## src/rtl/np_bal_pkg.sv

```systemverilog
package np_bal_pkg;
  typedef enum logic {
    RND_TRUNC   = 1'b0,
    RND_HALF_UP = 1'b1
  } rnd_mode_e;

  localparam int unsigned PIPE_LAT = 3;
endpackage

```

## src/rtl/np_imbal_stage.sv

```systemverilog
// Stage 1: capture on strobe, form |imbalance|, correction sign and period sum.
module np_imbal_stage #(
  parameter int unsigned V_W = 16,
  parameter int unsigned T_W = 16,
  localparam int unsigned D_W  = V_W + 1,
  localparam int unsigned TS_W = T_W + 1
) (
  input  logic                  clk_i,
  input  logic                  rst_ni,
  input  logic                  start_i,
  input  logic signed [V_W-1:0] vc_hi_i,
  input  logic signed [V_W-1:0] vc_lo_i,
  input  logic                  inp_neg_i,
  input  logic [T_W-1:0]        t_med_i,
  input  logic [T_W-1:0]        t_zero_i,
  output logic                  vld_o,
  output logic [D_W-1:0]        mag_o,
  output logic                  pos_o,
  output logic [T_W-1:0]        med_o,
  output logic [TS_W-1:0]       tot_o
);
  logic signed [D_W-1:0] diff;
  logic [D_W-1:0]        mag_d;
  logic                  pos_d;

  always_comb begin
    diff  = {vc_hi_i[V_W-1], vc_hi_i} - {vc_lo_i[V_W-1], vc_lo_i};
    mag_d = diff[D_W-1] ? D_W'(-diff) : D_W'(diff);
    // sgn(0) = +1, so a zero imbalance counts as non-negative
    pos_d = ~(diff[D_W-1] ^ inp_neg_i);
  end

  always_ff @(posedge clk_i or negedge rst_ni) begin
    if (!rst_ni) begin
      vld_o <= 1'b0;
      mag_o <= '0;
      pos_o <= 1'b0;
      med_o <= '0;
      tot_o <= '0;
    end else begin
      vld_o <= start_i;
      if (start_i) begin
        mag_o <= mag_d;
        pos_o <= pos_d;
        med_o <= t_med_i;
        tot_o <= {1'b0, t_med_i} + {1'b0, t_zero_i};
      end
    end
  end
endmodule

```

## src/rtl/np_scale_stage.sv

```systemverilog
// Stage 2: full-width gain product, reduced to integer ticks.
module np_scale_stage
  import np_bal_pkg::*;
#(
  parameter int unsigned V_W    = 16,
  parameter int unsigned T_W    = 16,
  parameter int unsigned V_FRAC = 6,
  parameter int unsigned GAIN_W = 8,
  parameter int unsigned GAIN   = 51,
  parameter rnd_mode_e   RND    = RND_HALF_UP,
  localparam int unsigned D_W    = V_W + 1,
  localparam int unsigned TS_W   = T_W + 1,
  localparam int unsigned PROD_W = GAIN_W + D_W + T_W,
  localparam int unsigned SHIFT  = GAIN_W + V_FRAC,
  localparam int unsigned MAG_W  = PROD_W - SHIFT + 1
) (
  input  logic              clk_i,
  input  logic              rst_ni,
  input  logic              vld_i,
  input  logic [D_W-1:0]    mag_i,
  input  logic              pos_i,
  input  logic [T_W-1:0]    med_i,
  input  logic [TS_W-1:0]   tot_i,
  output logic              vld_o,
  output logic [MAG_W-1:0]  dmag_o,
  output logic              pos_o,
  output logic [T_W-1:0]    med_o,
  output logic [TS_W-1:0]   tot_o
);
  logic [PROD_W-1:0] prod;
  logic [MAG_W-1:0]  dmag_d;

  assign prod = PROD_W'(GAIN) * PROD_W'(mag_i) * PROD_W'(med_i);

  generate
    if (RND == RND_HALF_UP) begin : g_round
      localparam logic [PROD_W:0] HALF = (PROD_W + 1)'(1) << (SHIFT - 1);
      logic [PROD_W:0] rsum;
      assign rsum   = {1'b0, prod} + HALF;
      assign dmag_d = MAG_W'(rsum >> SHIFT);
    end else begin : g_trunc
      assign dmag_d = MAG_W'(prod >> SHIFT);
    end
  endgenerate

  always_ff @(posedge clk_i or negedge rst_ni) begin
    if (!rst_ni) begin
      vld_o  <= 1'b0;
      dmag_o <= '0;
      pos_o  <= 1'b0;
      med_o  <= '0;
      tot_o  <= '0;
    end else begin
      vld_o <= vld_i;
      if (vld_i) begin
        dmag_o <= dmag_d;
        pos_o  <= pos_i;
        med_o  <= med_i;
        tot_o  <= tot_i;
      end
    end
  end
endmodule

```

## src/rtl/np_apply_stage.sv

```systemverilog
// Stage 3: signed correction, clamp, split the period.
module np_apply_stage #(
  parameter int unsigned T_W   = 16,
  parameter int unsigned MAG_W = 26,
  localparam int unsigned TS_W  = T_W + 1,
  localparam int unsigned RAW_W = ((MAG_W > TS_W) ? MAG_W : TS_W) + 2
) (
  input  logic             clk_i,
  input  logic             rst_ni,
  input  logic             vld_i,
  input  logic [MAG_W-1:0] dmag_i,
  input  logic             pos_i,
  input  logic [T_W-1:0]   med_i,
  input  logic [TS_W-1:0]  tot_i,
  output logic             valid_o,
  output logic [TS_W-1:0]  t_med_o,
  output logic [TS_W-1:0]  t_zero_o
);
  logic signed [RAW_W-1:0] base, corr, raw, lim;
  logic [TS_W-1:0]         med_n, zero_n;

  always_comb begin
    base = $signed(RAW_W'(med_i));
    lim  = $signed(RAW_W'(tot_i));
    corr = pos_i ? $signed(RAW_W'(dmag_i)) : -$signed(RAW_W'(dmag_i));
    raw  = base - corr;
    if (raw < 0)        med_n = '0;
    else if (raw > lim) med_n = tot_i;
    else                med_n = TS_W'(raw);
    zero_n = tot_i - med_n;
  end

  always_ff @(posedge clk_i or negedge rst_ni) begin
    if (!rst_ni) begin
      valid_o  <= 1'b0;
      t_med_o  <= '0;
      t_zero_o <= '0;
    end else begin
      valid_o <= vld_i;
      if (vld_i) begin
        t_med_o  <= med_n;
        t_zero_o <= zero_n;
      end
    end
  end
endmodule

```

## src/rtl/np_dwell_adjust.sv

```systemverilog
module np_dwell_adjust
  import np_bal_pkg::*;
#(
  parameter int unsigned V_W    = 16,
  parameter int unsigned T_W    = 16,
  parameter int unsigned V_FRAC = 6,
  parameter int unsigned GAIN_W = 8,
  parameter int unsigned GAIN   = 51,
  parameter rnd_mode_e   RND    = RND_HALF_UP,
  localparam int unsigned D_W    = V_W + 1,
  localparam int unsigned TS_W   = T_W + 1,
  localparam int unsigned PROD_W = GAIN_W + D_W + T_W,
  localparam int unsigned MAG_W  = PROD_W - (GAIN_W + V_FRAC) + 1
) (
  input  logic                  clk_i,
  input  logic                  rst_ni,
  input  logic                  start_i,
  input  logic signed [V_W-1:0] vc_hi_i,
  input  logic signed [V_W-1:0] vc_lo_i,
  input  logic                  inp_neg_i,
  input  logic [T_W-1:0]        t_med_i,
  input  logic [T_W-1:0]        t_zero_i,
  output logic                  valid_o,
  output logic [TS_W-1:0]       t_med_o,
  output logic [TS_W-1:0]       t_zero_o
);
  logic              s1_vld, s1_pos, s2_vld, s2_pos;
  logic [D_W-1:0]    s1_mag;
  logic [T_W-1:0]    s1_med, s2_med;
  logic [TS_W-1:0]   s1_tot, s2_tot;
  logic [MAG_W-1:0]  s2_dmag;

  np_imbal_stage #(.V_W(V_W), .T_W(T_W)) u_imbal (
    .clk_i    (clk_i),
    .rst_ni   (rst_ni),
    .start_i  (start_i),
    .vc_hi_i  (vc_hi_i),
    .vc_lo_i  (vc_lo_i),
    .inp_neg_i(inp_neg_i),
    .t_med_i  (t_med_i),
    .t_zero_i (t_zero_i),
    .vld_o    (s1_vld),
    .mag_o    (s1_mag),
    .pos_o    (s1_pos),
    .med_o    (s1_med),
    .tot_o    (s1_tot)
  );

  np_scale_stage #(
    .V_W(V_W), .T_W(T_W), .V_FRAC(V_FRAC),
    .GAIN_W(GAIN_W), .GAIN(GAIN), .RND(RND)
  ) u_scale (
    .clk_i (clk_i),
    .rst_ni(rst_ni),
    .vld_i (s1_vld),
    .mag_i (s1_mag),
    .pos_i (s1_pos),
    .med_i (s1_med),
    .tot_i (s1_tot),
    .vld_o (s2_vld),
    .dmag_o(s2_dmag),
    .pos_o (s2_pos),
    .med_o (s2_med),
    .tot_o (s2_tot)
  );

  np_apply_stage #(.T_W(T_W), .MAG_W(MAG_W)) u_apply (
    .clk_i   (clk_i),
    .rst_ni  (rst_ni),
    .vld_i   (s2_vld),
    .dmag_i  (s2_dmag),
    .pos_i   (s2_pos),
    .med_i   (s2_med),
    .tot_i   (s2_tot),
    .valid_o (valid_o),
    .t_med_o (t_med_o),
    .t_zero_o(t_zero_o)
  );
endmodule

```

## config.mk

```make
export PLATFORM = sky130hd
export DESIGN_NAME = np_dwell_adjust
export DESIGN_NICKNAME = d
export VERILOG_FILES = /design/src/rtl/np_bal_pkg.sv /design/src/rtl/np_imbal_stage.sv /design/src/rtl/np_scale_stage.sv /design/src/rtl/np_apply_stage.sv /design/src/rtl/np_dwell_adjust.sv
export SDC_FILE = /design/constraint.sdc
export NUM_CORES = 1
export LEC_CHECK = 0
export ABC_AREA = 1
export CAP_MARGIN = 10
export CORE_ASPECT_RATIO = 2
export CORE_MARGIN = 2
export CORE_UTILIZATION = 53
export CTS_CLUSTER_DIAMETER = 30
export DETAILED_ROUTE_END_ITERATION = 10
export HOLD_SLACK_MARGIN = 0.02
export PLACE_DENSITY = 0.79
export SLEW_MARGIN = 30
export SYNTH_ARGS = -nofsm -noshare
export SYNTH_HDL_FRONTEND = slang
export SYNTH_SLANG_ARGS = --single-unit
```

## constraint.sdc

```tcl
create_clock -name clk_i -period 15.75 [get_ports clk_i]
set_input_delay 3.9375 -clock clk_i [delete_from_list [all_inputs] [get_ports clk_i]]
set_output_delay 3.9375 -clock clk_i [all_outputs]
set_load 0.05 [all_outputs]
```

==> impl_metrics.json, run 1 <==
{
  "initial_core_util_pct": 53.51,
  "synthCells": 3299,
  "area_share_of_the_largest_cell_type_after_synthesis_pct": 25.90,
  "chipWidth_microns": 157.5,
  "finish.cell_count_without_fillers": 3982,
  "synth.avg_cell_area_sq_um": 7.569,
  "flow.area_growth_from_synthesis_pct": 8.544,
  "worst-setup-path-type": "reg2reg",
  "period_share_pct": 70.35,
  "crit_required_ns": 16.06,
  "antenna_violating_nets_post_route": 0,
  "die-area_sq_um": 48970,
  "rrSetupSlack_ns": 4.67,
  "floorplan.core_area_sq_um": 46660,
  "synth-edff-count": 0,
  "cts_tree": "done",
  "post_synth_main_area_contributors": "sky130_fd_sc_hd__fa_1 (26%), sky130_fd_sc_hd__dfrtp_1 (15%), sky130_fd_sc_hd__ha_1 (13%)",
  "share_of_cells_above_drive_strength_1_pct": 4.921,
  "asyncSetResetFlopFracSynth_pct": 100.0,
  "crit_arrival_ns": 11.39,
  "timing.hold.worst_path_depth": 2,
  "timing.clock.skew_ns": 0.01942,
  "numClockSinks": 148,
  "cts.repair.resized": 0,
  "firstDrtPassIters": 6,
  "drc": 0,
  "cell_occurring_most_often_along_the_worst_timing_path": "sky130_fd_sc_hd__inv_1",
  "io_pins": 103,
  "post_synth_top_flop": "sky130_fd_sc_hd__dfrtp_1",
  "synth_cell_types": 54,
  "timing.critical_path.slowest_stage_cell": "sky130_fd_sc_hd__nor4_1",
  "routed-via-count": 22270,
  "clk_latency_ns": 0.46,
  "detail_route.iter0.violations": 1368,
  "cts_hold_buf": 0,
  "grt_setup_unrepaired": "false",
  "worst_slew_pin_slew_ns": 1.121,
  "final.hold.worst_slack_ns": 0.4802,
  "critical-path-top-delay-family": "adder cells",
  "slew_violations": 0,
  "routed_wire_length_per_instance_microns": 19.89,
  "report.final.setup_viol": 0,
  "globalRoute.totalOverflow": 0,
  "cap_violations": 0,
  "slew_headroom_pct": 24.59,
  "worst-path-stages": 39,
  "place.gp.congestion": 0.9848,
  "synth_area_sq_um": 24970,
  "critical_path.max_stage_delay_ns": 0.85,
  "vias_in_the_first_global_route": 23870,
  "antenna_found_initial": 3,
  "placement.io_buffers": 102,
  "final.setup.tns_ns": 0,
  "cts_post_setup_buffers_inserted": 0,
  "critPathBufInv": 8,
  "timing.critical_path.from_type": "flop",
  "hpwlAfterDp_microns": 64570,
  "final.fill_count": 4306,
  "path_max_fanout": 18,
  "yosys_warnings": 0,
  "number_of_endpoints_with_negative_hold_slack_in_the_final_report": 0,
  "nets": 3991,
  "maximum_number_of_pins_on_one_net_before_global_route_repair": 77,
  "syn-num-nets": 3950,
  "synth_area_leader_cell": "sky130_fd_sc_hd__fa_1",
  "grt_util_all_layers_pct": 33.52,
  "wirelength_microns": 79210,
  "run_status": "finished clean",
  "cts_root_buf": "sky130_fd_sc_hd__clkbuf_16",
  "ys_seq_elements": 148,
  "max_freq_mhz": 90.25,
  "average_vias_per_placed_instance": 5.593,
  "die_height_microns": 311.0,
  "worst_hold_path_type": "reg2reg",
  "numCtsBuffers": 17,
  "final_util_pct": 58.08,
  "critPathCaptureType": "flop",
  "synth-seq-area-share_pct": 14.83,
  "grt_pass1_wl_microns": 123000,
  "synthMostInstantiatedCell": "sky130_fd_sc_hd__nand2_1",
  "numPlacedInstances": 3948,
  "cts_buffer_depth": 2,
  "timing.reg2reg.worst_path_depth": 39,
  "rows": 112,
  "worst_setup_hold_path_clk_slew_ns": 0.08,
  "synth.cells.most_frequent": "sky130_fd_sc_hd__nand2_1 (746), sky130_fd_sc_hd__inv_1 (695), sky130_fd_sc_hd__fa_1 (323)",
  "h-tree-depth": 4,
  "period_minus_slack_ns": 11.08
}
## cells in the final DEF (no fill, tap or decap), types with 7 or more instances in the layout
cell and n:
sky130_fd_sc_hd__buf_4 11, sky130_fd_sc_hd__a21o_1 11, sky130_fd_sc_hd__or2_2 42, sky130_fd_sc_hd__o21ai_0 161, sky130_fd_sc_hd__dfrtp_1 145, sky130_fd_sc_hd__o21a_1 7
sky130_fd_sc_hd__o21ai_2 11, sky130_fd_sc_hd__nor2_1 239, sky130_fd_sc_hd__fa_1 323, sky130_fd_sc_hd__inv_2 12, sky130_fd_sc_hd__nand3_2 9, sky130_fd_sc_hd__nor3_1 25
sky130_fd_sc_hd__ha_1 260, sky130_fd_sc_hd__o21ai_1 15, sky130_fd_sc_hd__nand2_2 16, sky130_fd_sc_hd__o21bai_1 9, sky130_fd_sc_hd__clkdlybuf4s50_1 100, sky130_fd_sc_hd__nand3_1 141
sky130_fd_sc_hd__inv_1 695, sky130_fd_sc_hd__clkbuf_16 17, sky130_fd_sc_hd__a31oi_1 15, sky130_fd_sc_hd__xnor2_1 23, sky130_fd_sc_hd__xor2_1 72, sky130_fd_sc_hd__nand2_1 746
sky130_fd_sc_hd__nand4_1 28, sky130_fd_sc_hd__a21oi_1 127
## cells by family after synthesis
family	Yosys count	synth area share, %
simple gates	1279	21.84
buf+inv	806	12.28
fa+ha+maj	583	38.93
compound gates	387	8.729
flops	148	14.83
xor+xnor	96	3.397
## sequential cells by signal, summed over array words and instances, names as in the netlist
register / count
u_scale.tot_o: 17
u_imbal.vld_o: 1
u_apply.t_med_o: 17
u_scale.med_o: 16
u_scale.vld_o: 1
u_imbal.med_o: 16
u_imbal.mag_o: 17
u_imbal.tot_o: 17
u_scale.dmag_o: 26
u_imbal.pos_o: 1
u_apply.valid_o: 1
u_scale.pos_o: 1
u_apply.t_zero_o: 17
## worst paths after layout
path | start | endpoint
setup / recovery | u_imbal.mag_o[0] | u_scale.dmag_o[22]
hold / removal | u_imbal.tot_o[0] | u_imbal.tot_o[0]
setup reg to reg | u_imbal.mag_o[0] | u_scale.dmag_o[22]
hold reg to reg | u_imbal.tot_o[0] | u_imbal.tot_o[0]
max in group asynchronous | rst_ni | u_imbal.med_o[8]
min in group asynchronous | rst_ni | u_scale.dmag_o[18]
## tightest hold or removal path, cell delays in order (launching register included)
cell,delay (ns)
sky130_fd_sc_hd__dfrtp_1,0.34
sky130_fd_sc_hd__nand2_1,0.06
sky130_fd_sc_hd__nand2_1,0.05
## metrics by stage
step	setup WS, ns	area (sq um)
6_report	4.670	27100
4_1_cts	4.982	27090
5_1_grt	4.245	27100
2_1_floorplan	7.133	24970
3_3_place_gp	5.237	26480
3_5_place_dp	5.024	26480
## routing by layer
| layer | wire length (microns) | global-route usage, % |
|---|---|---|
| met5 | 29 | 0 |
| met4 | 9650 | 33.47 |
| met3 | 4668 | 6.058 |
| met2 | 42140 | 61.73 |
| met1 | 22720 | 28.55 |
## cell type report
type / instances / area [sq um] / share of cell area [%]
Tap cell: 627 / 784.5 / 2.895
Clock inverter: 14 / 181.4 / 0.6694
Inverter: 714 / 2684 / 9.903
Clock buffer: 18 / 429.2 / 1.583
Timing Repair Buffer: 114 / 1111 / 4.100
Antenna cell: 2 / 5.005 / 0.01847
Multi-Input combinational cell: 2345 / 18200 / 67.15
Sequential cell: 148 / 3707 / 13.68
Power of run 1 is left out: the tool's default activity adds up to more than one toggle a clock period on the data nets, which glitch-free logic cannot reach.
==> run 2, diff against run 1 <==
==> constraint.sdc (replaced) <==
create_clock -name clk_i -period 11.5 [get_ports clk_i]
set_input_delay 2.875 -clock clk_i [delete_from_list [all_inputs] [get_ports clk_i]]
set_output_delay 2.875 -clock clk_i [all_outputs]
set_load 0.05 [all_outputs]
==> impl_metrics.json, run 2 (synthesized netlist as in run 1, its figures left out) <==
{
  "average_vias_per_placed_instance": 5.550,
  "largest_register_ff_count": 26,
  "worst_setup_hold_path_clk_slew_ns": 0.08,
  "antenna_violating_nets_post_route": 0,
  "slew_violations": 0,
  "die-area_sq_um": 48970,
  "timing.critical_path.slowest_stage_cell": "sky130_fd_sc_hd__ha_1",
  "period_minus_slack_ns": 10.63,
  "post_dp_cell_area_sq_um": 26470,
  "cts_hold_buf": 0,
  "multi_input_comb_area_sq_um": 18210,
  "grt_setup_unrepaired": "false",
  "initial_core_util_pct": 53.51,
  "hold_path_startpoint": "u_imbal.tot_o[0]",
  "grt_util_all_layers_pct": 33.69,
  "clk_latency_ns": 0.48,
  "critical_path.max_stage_delay_ns": 0.84,
  "cts_buffer_depth": 2,
  "wirelength_microns": 79000,
  "period_share_pct": 92.46,
  "rows": 112,
  "maximum_number_of_pins_on_one_net_before_global_route_repair": 90,
  "globalRoute.totalOverflow": 0,
  "layout.cells.most_common_list": "sky130_fd_sc_hd__nand2_1 (746), sky130_fd_sc_hd__inv_1 (695), sky130_fd_sc_hd__fa_1 (323), sky130_fd_sc_hd__ha_1 (260), sky130_fd_sc_hd__nor2_1 (239)",
  "firstDrtPassIters": 8,
  "routed_wire_length_per_instance_microns": 19.85,
  "io_pins": 103,
  "h-tree-depth": 4,
  "numClockSinks": 148,
  "cts_post_setup_buffers_inserted": 0,
  "seq_area_sq_um": 3706,
  "grt_pass1_wl_microns": 123800,
  "critical_path.reg2reg.endpoint": "u_scale.dmag_o[22]",
  "flow.area_growth_from_synthesis_pct": 8.399,
  "report.final.setup_viol": 0,
  "num_antenna_cells": 0,
  "largest-register": "u_scale.dmag_o",
  "max_freq_mhz": 94.05,
  "layout_commonest_cell": "sky130_fd_sc_hd__nand2_1",
  "finish.cell_count_without_fillers": 3979,
  "rrSetupSlack_ns": 0.87,
  "slew_headroom_pct": 29.30,
  "cts_root_buf": "sky130_fd_sc_hd__clkbuf_16",
  "final.setup.tns_ns": 0,
  "cts_tree": "done",
  "chipWidth_microns": 157.5,
  "fin_area_sq_um": 27070,
  "hpwlAfterDp_microns": 64900,
  "worst_hold_path_type": "reg2reg",
  "placement.io_buffers": 102,
  "share_of_cells_above_drive_strength_1_pct": 4.922,
  "number_of_endpoints_with_negative_hold_slack_in_the_final_report": 0,
  "numCtsBuffers": 17,
  "crit-reg2reg-launch": "u_imbal.mag_o[0]",
  "nets": 3990,
  "detail_route.iter0.violations": 1311,
  "die_height_microns": 311.0,
  "timing.critical_path.from_type": "flop",
  "floorplan.core_area_sq_um": 46660,
  "final.fill_count": 4294,
  "run_status": "finished clean",
  "timing.clock.skew_ns": 0.01755,
  "min_delay_worst_endpoint": "u_imbal.tot_o[0]",
  "place.gp.congestion": 0.9737,
  "routed-via-count": 22080,
  "crit_arrival_ns": 10.96,
  "worst_slew_pin_slew_ns": 1.060,
  "path_max_fanout": 18,
  "timing.hold.worst_path_depth": 2,
  "cap_violations": 0,
  "antenna_found_initial": 1,
  "crit_required_ns": 11.82,
  "cts.repair.resized": 0,
  "critPathCaptureType": "flop",
  "worst-setup-path-type": "reg2reg",
  "numPlacedInstances": 3947,
  "drc": 0,
  "timing.reg2reg.worst_path_depth": 39,
  "vias_in_the_first_global_route": 24030
}
run 2: changes by cell type in the layout (fill, tap and decap cells not counted), sizes merged:
cell      previous run  this run
clkbuf              18        17
clkinvlp             1         2
bufinv               2         0
buf                 14        13
clkinv               8        10
diode                2         0
run 2: how the worst max path moves through the flow:
stage                startpoint                 end
4_1_cts        u_imbal.mag_o[0]  u_scale.dmag_o[22]
3_5_place_dp   u_imbal.mag_o[0]  u_scale.dmag_o[22]
6_report       u_imbal.mag_o[0]  u_scale.dmag_o[22]
5_1_grt        u_imbal.mag_o[0]  u_scale.dmag_o[22]
2_1_floorplan  u_imbal.mag_o[9]  u_scale.dmag_o[17]
3_3_place_gp   u_imbal.mag_o[0]  u_scale.dmag_o[22]
run 2: cell type report:
cell class                      instances  share of cell area (%)
Inverter                              714                   9.916
Timing Repair Buffer                  113                   4.063
Clock inverter                         15                  0.5917
Multi-Input combinational cell       2345                   67.27
Tap cell                              627                   2.898
Sequential cell                       148                   13.69
Clock buffer                           17                   1.572
run 2: per-stage QoR:
stage	util (%)	setup slack (ns)	hold slack, ns
2_1_floorplan	-	2.883	0.3519
3_3_place_gp	56.73	0.9169	0.4587
3_5_place_dp	56.73	0.8250	0.4631
4_1_cts	57.98	0.7680	0.4807
5_1_grt	58.00	0.3486	0.5010
6_report	58.00	0.8670	0.4788
run 2: per-layer routing:
layer  track usage, %  vias to the layer above  part of all wire [%]
li1                 -                    10200                     -
met1            28.18                    10430                    29
met2            61.64                      926                    52
met3            6.226                      527                   5.2
met4            35.43                        2                    13
met5                0                        -                 0.014
run 2: worst max-delay path: cells and delay by family, from the launching register on:
| kind | cells | cell delay [ns] |
|---|---|---|
| compound gates | 4 | 0.63 |
| buf+inv | 8 | 0.49 |
| fa+ha+maj | 11 | 5.43 |
| simple gates | 16 | 3.28 |
| flops | 1 | 0.63 |
Power of run 2 is left out for the same reason.
==> run 3, diff against run 2 <==
--- a/config.mk
+++ b/config.mk
@@ -7,7 +7,6 @@
 export LEC_CHECK = 0
 export ABC_AREA = 1
 export CAP_MARGIN = 10
-export CORE_ASPECT_RATIO = 2
 export CORE_MARGIN = 2
 export CORE_UTILIZATION = 53
 export CTS_CLUSTER_DIAMETER = 30
==> impl_metrics.json, run 3 (synthesized netlist as in run 1, its figures left out) <==
{
  "globalRoute.totalOverflow": 0,
  "worst_slew_pin_slew_ns": 1.069,
  "critical_path.max_stage_delay_ns": 0.81,
  "h-tree-depth": 4,
  "share_of_cells_above_drive_strength_1_pct": 5.009,
  "timing.critical_path.slowest_stage_cell": "sky130_fd_sc_hd__ha_1",
  "crit_arrival_ns": 10.60,
  "timing.critical_path.from_type": "flop",
  "grt_util_all_layers_pct": 28.87,
  "number_of_endpoints_with_negative_hold_slack_in_the_final_report": 0,
  "rows": 79,
  "cts_hold_buf": 0,
  "nets": 3992,
  "clk_latency_ns": 0.47,
  "grt_setup_unrepaired": "false",
  "maximum_number_of_pins_on_one_net_before_global_route_repair": 88,
  "detail_route.iter0.violations": 1814,
  "average_vias_per_placed_instance": 5.505,
  "crit_required_ns": 11.82,
  "routed-via-count": 21810,
  "drc": 0,
  "die-area_sq_um": 48860,
  "cap_violations": 0,
  "grt_pass1_wl_microns": 112800,
  "largest_register_ff_count": 26,
  "worst_hold_path_type": "reg2reg",
  "timing.clock.skew_ns": 0.01753,
  "slew_headroom_pct": 28.74,
  "period_minus_slack_ns": 10.28,
  "slew_violations": 0,
  "place.gp.congestion": 0.9494,
  "report.final.setup_viol": 0,
  "flow.area_growth_from_synthesis_pct": 8.439,
  "largest-register": "u_scale.dmag_o",
  "routed_wire_length_per_instance_microns": 17.24,
  "firstDrtPassIters": 8,
  "cts_tree": "done",
  "worst_setup_hold_path_clk_slew_ns": 0.07,
  "critPathCaptureType": "flop",
  "rrSetupSlack_ns": 1.22,
  "final.fill_count": 4082,
  "worst-setup-path-type": "reg2reg",
  "wirelength_microns": 68280,
  "io_pins": 103,
  "initial_core_util_pct": 53.63,
  "setup.worst_path.start": "u_imbal.mag_o[0]",
  "vias_in_the_first_global_route": 22460,
  "max_freq_mhz": 97.26,
  "critPathBufInv": 8,
  "period_share_pct": 89.41,
  "die_height_microns": 221.1,
  "placement.io_buffers": 102,
  "critical-path-top-delay-family": "adder cells",
  "numClockSinks": 148,
  "crit-reg2reg-launch": "u_imbal.mag_o[0]",
  "path_max_fanout": 18,
  "numCtsBuffers": 17,
  "final.setup.tns_ns": 0,
  "cts_buffer_depth": 2,
  "cell_occurring_most_often_along_the_worst_timing_path": "sky130_fd_sc_hd__fa_1",
  "cts_post_setup_buffers_inserted": 0,
  "hpwlAfterDp_microns": 54300,
  "final.hold.worst_slack_ns": 0.4788,
  "run_status": "finished clean",
  "num_antenna_cells": 0,
  "antenna_violating_nets_post_route": 0,
  "hold_path_startpoint": "u_apply.t_med_o[13]",
  "floorplan.core_area_sq_um": 46560,
  "cts_root_buf": "sky130_fd_sc_hd__clkbuf_16",
  "layout.cells.most_common_list": "sky130_fd_sc_hd__nand2_1 (746), sky130_fd_sc_hd__inv_1 (695), sky130_fd_sc_hd__fa_1 (323), sky130_fd_sc_hd__ha_1 (260), sky130_fd_sc_hd__nor2_1 (239)",
  "cts.repair.resized": 0,
  "layout_commonest_cell": "sky130_fd_sc_hd__nand2_1",
  "antenna_found_initial": 0,
  "chipWidth_microns": 221.1
}
==> run 3: per-stage QoR <==
| step | worst slack (ns) | cells | area, sq um | util, % |
|---|---|---|---|---|
| floorplan | 2.883 | 3299 | 24970 | - |
| global placement | 1.692 | 3929 | 26460 | 56.84 |
| finish | 1.218 | 3961 | 27080 | 58.16 |
| global route | 0.5860 | 3961 | 27080 | 58.16 |
| detailed placement | 1.403 | 3929 | 26460 | 56.84 |
| CTS | 1.386 | 3961 | 27070 | 58.15 |
==> run 3: layout make-up <==
| class | instances | area (sq um) | area share (%) |
|---|---|---|---|
| Timing Repair Buffer | 115 | 1115 | 4.117 |
| Multi-Input combinational cell | 2345 | 18200 | 67.22 |
| Inverter | 714 | 2683 | 9.908 |
| Clock buffer | 17 | 425.4 | 1.571 |
| Tap cell | 607 | 759.5 | 2.805 |
| Sequential cell | 148 | 3709 | 13.70 |
| Clock inverter | 15 | 185.2 | 0.6839 |
==> run 3: worst paths after layout <==
check,endpoint,cells after the start
setup / recovery,u_scale.dmag_o[21],40
hold / removal,u_apply.t_med_o[13],2
setup reg to reg,u_scale.dmag_o[21],40
hold reg to reg,u_apply.t_med_o[13],2
max in group asynchronous,u_imbal.vld_o,2
min in group asynchronous,u_apply.t_zero_o[12],1
==> run 3: metal layers <==
layer | vias up | track usage, % | part of all wire [%]
met3 | 255 | 5.338 | 8.2
met4 | 0 | 14.85 | 5.4
li1 | 10210 | - | -
met1 | 10330 | 36.35 | 40
met2 | 1016 | 47.56 | 46
met5 | - | 0 | 0
==> run 3: worst min-delay path: cells and delay by family, from the launching register on <==
kind             cells  cell delay [ns]
flip-flops           1             0.34
AND/OR/NAND/NOR      2             0.11
Power of run 3 is left out for the same reason.
